`src/rtl/tlb_pkg.sv`:
```
package tlb_pkg;
  parameter int unsigned TLB_ENTRIES = 16;
  parameter int unsigned VPN_W       = 20;
  parameter int unsigned PFN_W       = 20;
  parameter int unsigned ASID_W      = 2;

  localparam int unsigned IDX_W   = $clog2(TLB_ENTRIES);
  localparam int unsigned LINES_W = IDX_W + 1;

  // flush command layout
  localparam int unsigned FL_ASID_EN  = 31;
  localparam int unsigned FL_ASID_LSB = 29;
  localparam int unsigned SEC_LSB     = 10;
  localparam int unsigned GRP_LSB     = 2;
  localparam logic [1:0]  FL_ALL      = 2'd0;
  localparam logic [1:0]  FL_SECTION  = 2'd2;
  localparam logic [1:0]  FL_GROUP    = 2'd3;

  // configuration layout
  localparam int unsigned HUM_BIT       = 29;
  localparam int unsigned STAT_EN_BIT   = 31;
  localparam int unsigned STAT_TEST_BIT = 30;
  localparam logic [31:0] TLB_CFG_RST   = 32'h2000_0010;

  localparam logic [1:0] WA_FLUSH   = 2'd0;
  localparam logic [1:0] WA_TLBCFG  = 2'd1;
  localparam logic [1:0] WA_STATCFG = 2'd2;
  localparam logic [1:0] RA_HIT     = 2'd0;
  localparam logic [1:0] RA_MISS    = 2'd1;
  localparam logic [1:0] RA_TLBCFG  = 2'd2;

  typedef struct packed {
    logic rd;
    logic wr;
    logic ns;
  } pageAttr_t;

  typedef struct packed {
    logic                      fillEn;
    logic [IDX_W-1:0]          fillIdx;
    logic                      flushEn;
    logic [1:0]                flushType;
    logic                      flushAsidEn;
    logic [ASID_W-1:0]         flushAsid;
    logic [VPN_W-1:GRP_LSB]    flushVpn;
    logic [LINES_W-1:0]        activeLines;
  } ctrlStrobe_t;
endpackage

```
`src/rtl/tlb_entry_array.sv`:
```
module tlb_entry_array
  import tlb_pkg::*;
(
  input  logic              clk,
  input  logic              rst_n,
  input  ctrlStrobe_t       strobe,
  input  logic [ASID_W-1:0] fillAsid,
  input  logic [VPN_W-1:0]  fillVpn,
  input  logic [PFN_W-1:0]  fillPfn,
  input  pageAttr_t         fillAttr,
  input  logic [ASID_W-1:0] lkAsid,
  input  logic [VPN_W-1:0]  lkVpn,
  output logic              lookupHit,
  output logic [PFN_W-1:0]  hitPfn,
  output pageAttr_t         hitAttr
);
  logic [TLB_ENTRIES-1:0] validQ;
  logic [TLB_ENTRIES-1:0] matchVec;
  logic [TLB_ENTRIES-1:0] killVec;
  logic [ASID_W-1:0]      asidQ [TLB_ENTRIES];
  logic [VPN_W-1:0]       vpnQ  [TLB_ENTRIES];
  logic [PFN_W-1:0]       pfnQ  [TLB_ENTRIES];
  pageAttr_t              attrQ [TLB_ENTRIES];

  // per-line flush qualification and lookup compare
  always_comb begin
    for (int i = 0; i < TLB_ENTRIES; i++) begin
      logic asidOk;
      logic vaOk;
      asidOk = !strobe.flushAsidEn || (asidQ[i] == strobe.flushAsid);
      case (strobe.flushType)
        FL_ALL:     vaOk = 1'b1;
        FL_SECTION: vaOk = (vpnQ[i][VPN_W-1:SEC_LSB] == strobe.flushVpn[VPN_W-1:SEC_LSB]);
        FL_GROUP:   vaOk = (vpnQ[i][VPN_W-1:GRP_LSB] == strobe.flushVpn);
        default:    vaOk = 1'b0;
      endcase
      killVec[i]  = strobe.flushEn && asidOk && vaOk;
      matchVec[i] = validQ[i] && (LINES_W'(i) < strobe.activeLines) &&
                    (asidQ[i] == lkAsid) && (vpnQ[i] == lkVpn);
    end
  end

  // lowest matching index wins
  always_comb begin
    lookupHit = |matchVec;
    hitPfn    = '0;
    hitAttr   = '0;
    for (int i = TLB_ENTRIES - 1; i >= 0; i--) begin
      if (matchVec[i]) begin
        hitPfn  = pfnQ[i];
        hitAttr = attrQ[i];
      end
    end
  end

  // a fill into a line beats a flush of the same line
  always_ff @(posedge clk or negedge rst_n) begin
    if (!rst_n) begin
      validQ <= '0;
    end else begin
      for (int i = 0; i < TLB_ENTRIES; i++) begin
        if (strobe.fillEn && strobe.fillIdx == IDX_W'(i)) validQ[i] <= 1'b1;
        else if (killVec[i])                              validQ[i] <= 1'b0;
      end
    end
  end

  always_ff @(posedge clk) begin
    for (int i = 0; i < TLB_ENTRIES; i++) begin
      if (strobe.fillEn && strobe.fillIdx == IDX_W'(i)) begin
        asidQ[i] <= fillAsid;
        vpnQ[i]  <= fillVpn;
        pfnQ[i]  <= fillPfn;
        attrQ[i] <= fillAttr;
      end
    end
  end

  // an unfiltered flush-all with no fill leaves no valid line
  assert_flush_all_R4: assert property (@(posedge clk) disable iff (!rst_n)
    (strobe.flushEn && strobe.flushType == FL_ALL && !strobe.flushAsidEn && !strobe.fillEn)
    |=> (validQ == '0));

  // the line chosen for a fill is valid afterwards
  assert_fill_lands_R3: assert property (@(posedge clk) disable iff (!rst_n)
    strobe.fillEn |=> validQ[$past(strobe.fillIdx)]);
endmodule

```
`src/rtl/tlb_ctrl.sv`:
```
module tlb_ctrl
  import tlb_pkg::*;
#(
  parameter int unsigned STAT_W = 32
) (
  input  logic        clk,
  input  logic        rst_n,
  input  logic        lkValid,
  input  logic        lookupHit,
  input  logic        fillValid,
  input  logic        regWe,
  input  logic [1:0]  regWrAddr,
  input  logic [31:0] regWrData,
  input  logic [1:0]  regRdAddr,
  output ctrlStrobe_t strobe,
  output logic        lkHit,
  output logic        lkMiss,
  output logic        lkStall,
  output logic [31:0] regRdData
);
  localparam logic [STAT_W-1:0]  STAT_MAX = '1;
  localparam logic [LINES_W-1:0] ENT_CNT  = LINES_W'(TLB_ENTRIES);

  logic [31:0]        tlbCfgQ;
  logic               statEnQ, statTestQ;
  logic               pendingQ;
  logic [IDX_W-1:0]   rrPtrQ;
  logic [STAT_W-1:0]  hitCntQ, missCntQ;

  logic               humOn;
  logic [LINES_W-1:0] activeEff;
  logic [IDX_W-1:0]   slotIdx, nextPtr;
  logic               wrTlbCfg, wrStatCfg, clrPulse;

  assign humOn     = tlbCfgQ[HUM_BIT];
  assign activeEff = (tlbCfgQ[LINES_W-1:0] > ENT_CNT) ? ENT_CNT : tlbCfgQ[LINES_W-1:0];
  assign slotIdx   = (LINES_W'(rrPtrQ) >= activeEff) ? '0 : rrPtrQ;
  assign nextPtr   = (LINES_W'(slotIdx) + LINES_W'(1) >= activeEff) ? '0 : slotIdx + IDX_W'(1);

  assign wrTlbCfg  = regWe && regWrAddr == WA_TLBCFG;
  assign wrStatCfg = regWe && regWrAddr == WA_STATCFG;
  assign clrPulse  = wrStatCfg && statTestQ && !regWrData[STAT_TEST_BIT];

  // lookup response
  assign lkHit   = lkValid && lookupHit && (!pendingQ || humOn);
  assign lkMiss  = lkValid && !lookupHit && !pendingQ;
  assign lkStall = lkValid && pendingQ && !(humOn && lookupHit);

  always_comb begin
    strobe.fillEn      = fillValid;
    strobe.fillIdx     = slotIdx;
    strobe.flushEn     = regWe && regWrAddr == WA_FLUSH;
    strobe.flushType   = regWrData[1:0];
    strobe.flushAsidEn = regWrData[FL_ASID_EN];
    strobe.flushAsid   = regWrData[FL_ASID_LSB +: ASID_W];
    strobe.flushVpn    = regWrData[VPN_W-1:GRP_LSB];
    strobe.activeLines = activeEff;
  end

  always_ff @(posedge clk or negedge rst_n) begin
    if (!rst_n) begin
      tlbCfgQ   <= TLB_CFG_RST;
      statEnQ   <= 1'b0;
      statTestQ <= 1'b0;
      pendingQ  <= 1'b0;
      rrPtrQ    <= '0;
      hitCntQ   <= '0;
      missCntQ  <= '0;
    end else begin
      if (wrTlbCfg) tlbCfgQ <= regWrData;
      if (wrStatCfg) begin
        statEnQ   <= regWrData[STAT_EN_BIT];
        statTestQ <= regWrData[STAT_TEST_BIT];
      end
      if (lkMiss)         pendingQ <= 1'b1;
      else if (fillValid) pendingQ <= 1'b0;
      if (fillValid) rrPtrQ <= nextPtr;
      if (clrPulse) begin
        hitCntQ  <= '0;
        missCntQ <= '0;
      end else if (statEnQ) begin
        if (lkHit && hitCntQ != STAT_MAX)   hitCntQ  <= hitCntQ + STAT_W'(1);
        if (lkMiss && missCntQ != STAT_MAX) missCntQ <= missCntQ + STAT_W'(1);
      end
    end
  end

  always_comb begin
    case (regRdAddr)
      RA_HIT:    regRdData = 32'(hitCntQ);
      RA_MISS:   regRdData = 32'(missCntQ);
      RA_TLBCFG: regRdData = tlbCfgQ;
      default:   regRdData = {statEnQ, statTestQ, 30'd0};
    endcase
  end

  // an outstanding miss persists until a fill
  assert_miss_held_R2: assert property (@(posedge clk) disable iff (!rst_n)
    (pendingQ && !fillValid) |=> pendingQ);

  // no hit or miss is reported while blocked
  assert_blocked_R9: assert property (@(posedge clk) disable iff (!rst_n)
    (lkValid && pendingQ && !humOn) |-> (lkStall && !lkHit && !lkMiss));

  // counters frozen while counting is off
  assert_cnt_hold_R11: assert property (@(posedge clk) disable iff (!rst_n)
    (!statEnQ && !clrPulse) |=> ($stable(hitCntQ) && $stable(missCntQ)));

  // a falling test bit clears both counters
  assert_cnt_clear_R12: assert property (@(posedge clk) disable iff (!rst_n)
    clrPulse |=> (hitCntQ == '0 && missCntQ == '0));

  // a full counter does not wrap
  assert_no_overflow_R13: assert property (@(posedge clk) disable iff (!rst_n)
    (hitCntQ == STAT_MAX && !clrPulse) |=> (hitCntQ == STAT_MAX));
endmodule

```
`src/rtl/tlb_asid_cache.sv`:
```
module tlb_asid_cache
  import tlb_pkg::*;
#(
  parameter int unsigned STAT_W = 32
) (
  input  logic              clk,
  input  logic              rst_n,
  input  logic              lkValid,
  input  logic [ASID_W-1:0] lkAsid,
  input  logic [VPN_W-1:0]  lkVpn,
  output logic              lkHit,
  output logic              lkMiss,
  output logic              lkStall,
  output logic [PFN_W-1:0]  lkPfn,
  output logic              lkRd,
  output logic              lkWr,
  output logic              lkNs,
  input  logic              fillValid,
  input  logic [ASID_W-1:0] fillAsid,
  input  logic [VPN_W-1:0]  fillVpn,
  input  logic [PFN_W-1:0]  fillPfn,
  input  logic              fillRd,
  input  logic              fillWr,
  input  logic              fillNs,
  input  logic              regWe,
  input  logic [1:0]        regWrAddr,
  input  logic [31:0]       regWrData,
  input  logic [1:0]        regRdAddr,
  output logic [31:0]       regRdData
);
  ctrlStrobe_t strobe;
  logic        lookupHit;
  pageAttr_t   hitAttr;
  pageAttr_t   fillAttr;

  assign fillAttr = '{rd: fillRd, wr: fillWr, ns: fillNs};
  assign lkRd     = hitAttr.rd;
  assign lkWr     = hitAttr.wr;
  assign lkNs     = hitAttr.ns;

  tlb_ctrl #(.STAT_W(STAT_W)) u_ctrl (
    .clk       (clk),
    .rst_n     (rst_n),
    .lkValid   (lkValid),
    .lookupHit (lookupHit),
    .fillValid (fillValid),
    .regWe     (regWe),
    .regWrAddr (regWrAddr),
    .regWrData (regWrData),
    .regRdAddr (regRdAddr),
    .strobe    (strobe),
    .lkHit     (lkHit),
    .lkMiss    (lkMiss),
    .lkStall   (lkStall),
    .regRdData (regRdData)
  );

  tlb_entry_array u_array (
    .clk       (clk),
    .rst_n     (rst_n),
    .strobe    (strobe),
    .fillAsid  (fillAsid),
    .fillVpn   (fillVpn),
    .fillPfn   (fillPfn),
    .fillAttr  (fillAttr),
    .lkAsid    (lkAsid),
    .lkVpn     (lkVpn),
    .lookupHit (lookupHit),
    .hitPfn    (lkPfn),
    .hitAttr   (hitAttr)
  );
endmodule

```
`config.mk`:
```
export PLATFORM = sky130hd
export DESIGN_NAME = tlb_asid_cache
export DESIGN_NICKNAME = d
export VERILOG_FILES = /design/src/rtl/tlb_pkg.sv /design/src/rtl/tlb_entry_array.sv /design/src/rtl/tlb_ctrl.sv /design/src/rtl/tlb_asid_cache.sv
export SDC_FILE = /design/constraint.sdc
export NUM_CORES = 2
export LEC_CHECK = 0
export BUFFER_PORTS_ARGS = -buffer_cell sky130_fd_sc_hd__buf_2
export CORE_AREA = 2 2 290 364
export CTS_BUF_LIST = sky130_fd_sc_hd__clkbuf_8 sky130_fd_sc_hd__clkbuf_16
export CTS_CLUSTER_DIAMETER = 30
export DETAILED_ROUTE_END_ITERATION = 7
export DIE_AREA = 0 0 292 366
export PLACE_DENSITY_LB_ADDON = 0.08
export SLEW_MARGIN = 20
export SYNTH_ARGS = -nofsm -noshare
export SYNTH_HDL_FRONTEND = slang
export SYNTH_SLANG_ARGS = --single-unit
```
`constraint.sdc`:
```
create_clock -name clk -period 12.4 [get_ports clk]
set_input_delay 0.62 -clock clk [delete_from_list [all_inputs] [get_ports clk]]
set_output_delay 0.62 -clock clk [all_outputs]
set_load 0.05 [all_outputs]
```
==> metrics.yaml <==
routing:
  routedWlPerCell_microns: 32.8
  drt_first_pass_iters: 8
  via_count: 29700
  via_per_inst: 5.95
  wl_microns: 164000
  ant_nets: 0
  drc: 0
  dr.first_iter.drc_count: 2289
yosys:
  netlist_area_sq_mm: 0.0410
  yosys-top-cells-area: "edfxtp_1, xnor2_1, dfrtp_1, xor2_1, nand4_1"
  ys.flop_type: "edfxtp_1"
  synth_nets: 3406
  yosys_warnings: 0
  synth_edf_count: 720
  synth.avg_cell_area_sq_um: 12.5
  synth_top_area_share_pct: 52.7
  synth-seq-cells: 839
  synth.distinct_cells: 73
  syn-instance-count: 3283
  seq_area_frac_synth_pct: 60.0
  yosysTopAreaCell: "edfxtp_1"
  async_flop_share_pct: 14.2
timing:
  fin_skew_ns: 0.0353
  whs_ns: 0.0812
  tightest_slew_ns: 1.28
  slew_headroom_pct: 13.9
  setup_tns_ns: 0
  period_share_pct: 48.0
  fin_crit_ns: 5.95
  finalHoldViolations: 0
  finalMaxSlewViolations: 0
  finalSetupViolations: 0
  max_freq_mhz: 168
  rsz0062_at_grt: "false"
cells_and_area:
  layout_common_cells: "edfxtp_1, xnor2_1, nand2_1, nand4_1, clkbuf_16"
  fin_cells: 4992
  nFillCells: 9141
  area_growth_pct: 20.8
  finalNetCount: 3610
  final_common_cell: "edfxtp_1"
  drive_gt1_share_pct: 16.5
place:
  hpwl_microns: 105000
  gp_congestion: 0.962
  place_inst: 4639
  portBuffers: 165
cts:
  htreeDepth: 4
  root_buffer: "clkbuf_16"
  clk_path_buf_depth: 3
  numCtsBuffers: 185
  cts_resized: 0
  tritoncts: "built"
  clk_pin_slew_ns: 0.04
  clk_latency_ns: 0.79
  post-cts-setup-buffer-count: 0
  cts.sinks: 839
floorplanning:
  chipHeight_microns: 366
  core_area_sq_mm: 0.103
  ios: 166
  rows: 132
  dieWidth_microns: 292
  start_util_pct: 39.8
  dieArea_sq_mm: 0.107
global_routing:
  grt_pass1_wl_microns: 227000
  grt_overflow: 0
  antenna_found_initial: 6
  grt_use_total_pct: 30.3
  grt_pass1_vias: 31100
  grt_start_max_net_pins: 65
power_and_ir_drop:
  net-switching-power_uw: 2400
  swShare_pct: 25.5
  p_seq_share_pct: 36.5
  power_density_mw_per_mm2: 190
  clkPwrFrac_pct: 53.6
  vdd_drop_max_uv: 143
  p_int_uw: 7010
  comb_power_share_pct: 9.9
  p_leak_uw: 0.0171
worst_setup_path:
  crit_path_end_kind: "output pin"
  startpoint_type: "flop"
  crit_type: "flop to output pin"
  arrival_ns: 5.33
  required_ns: 11.78
  crit_fanout: 27
flow_run:
  max-cap-violations: 0
worst_hold_path:
  hp-class: "primary input to flop"
outcome:
  status: "completed"
-- cell type report --
| type | instances | area [sq um] | area share [%] |
|---|---|---|---|
| timing repair buffer | 224 | 1280 | 2.58 |
| inverter | 44 | 165 | 0.333 |
| antenna | 5 | 12.5 | 0.0252 |
| tap | 1340 | 1680 | 3.38 |
| sequential | 839 | 24600 | 49.6 |
| clock inverter | 148 | 1590 | 3.22 |
| multi-input combinational | 2193 | 15400 | 31.0 |
| clock buffer | 199 | 4880 | 9.84 |
-- metrics by stage --
step,area [sq um],total power (uW),util [%],setup slack (ns)
floorplan,41000,3980,-,8.14
global placement,43100,4410,41.7,7.07
detailed placement,43100,4420,41.7,7.02
CTS,49500,9470,48.0,6.47
global route,49600,9680,48.0,6.41
finish,49600,9410,48.0,6.45
-- power groups by stage --
stage / clock network, uW / logic, uW / registers [uW]
finish: 5040 / 932 / 3440
global route: 5250 / 988 / 3450
CTS: 5100 / 940 / 3440
detailed placement: 0 / 934 / 3480
global placement: 0 / 927 / 3480
floorplan: 0 / 546 / 3440
-- worst max-delay path: stages (launching register included) --
cell	delay, ns
dfstp_2	1.09
or3_1	0.51
nand3_1	0.14
nor4_1	0.23
nand3_1	0.13
buf_4	0.29
nand2_1	0.49
buf_4	0.36
o221ai_1	0.22
a311o_1	0.41
a21oi_1	0.27
buf_2	0.33
-- cells by family (layout without fill, tap and decap cells) --
family,after synthesis,count (layout),synth area share (%)
AND/OR/NAND/NOR,944,944,12.2
flip-flops,839,839,60.0
XOR/XNOR,701,701,15.0
AO/OA/AOI/OAI,454,454,7.52
buffers and inverters,251,615,2.81
multiplexers,79,79,2.09
adder cells (fa/ha/maj),15,15,0.457
other,0,5,0
-- timing repair --
item / 4_1_cts / 5_1_grt
setup endpoints to repair: 0 / 0
hold endpoints to repair: 62 / 0
hold buffers: 1 / 0
-- per-layer routing --
layer	track usage [%]	vias up	routed length [microns]
li1	-	12700	-
met1	34.4	15100	61400
met2	51.9	1359	81100
met3	5.25	473	9190
met4	21.2	0	12200
met5	0	-	0
-- worst paths after layout --
kind / start / endpoint / slack, ns / cells past startpoint
worst max register to register: u_ctrl.tlbCfgQ[4]$_DFFE_PN1P_ / u_array.pfnQ[1][72]$_DFFE_PP_ / 7.57 / 11
worst min register to register: u_array.validQ[7]$_DFFE_PN0P_ / u_array.validQ[7]$_DFFE_PN0P_ / 0.48 / 1
worst max-delay path: u_ctrl.tlbCfgQ[4]$_DFFE_PN1P_ / lkPfn[4] / 6.45 / 11
worst min-delay path: regWrData[20] / u_ctrl.tlbCfgQ[20]$_DFFE_PN0P_ / 0.08 / 2
max in group asynchronous: rst_n / u_ctrl.hitCntQ[9]$_DFFE_PN0P_ / 10.49 / 3
min in group asynchronous: rst_n / u_array.validQ[8]$_DFFE_PN0P_ / 0.40 / 2
-- synthesized netlist by cell type (34+ instances only) --
| library cell | n |
|---|---|
| a21o_1 | 50 |
| nor2_1 | 94 |
| a21oi_1 | 101 |
| nand3_1 | 128 |
| xor2_1 | 178 |
| nand2_1 | 224 |
| xnor2_1 | 523 |
| dfrtp_1 | 117 |
| mux2_2 | 34 |
| inv_1 | 43 |
| mux2i_1 | 43 |
| o21ai_0 | 107 |
| clkbuf_1 | 141 |
| nand4_1 | 196 |
| edfxtp_1 | 720 |
| nor3_1 | 66 |
| nor4_1 | 85 |
-- sequential cells by signal, summed over array words and instances, names as in the netlist --
register,count
u_array.pfnQ,320
u_array.vpnQ,320
u_array.attrQ,48
u_array.asidQ,32
u_ctrl.hitCntQ,32
u_ctrl.missCntQ,32
u_ctrl.tlbCfgQ,32
u_array.validQ,16
u_ctrl.rrPtrQ,4
u_ctrl.pendingQ,1
u_ctrl.statEnQ,1
u_ctrl.statTestQ,1
Power figures use the tool's default switching activity.
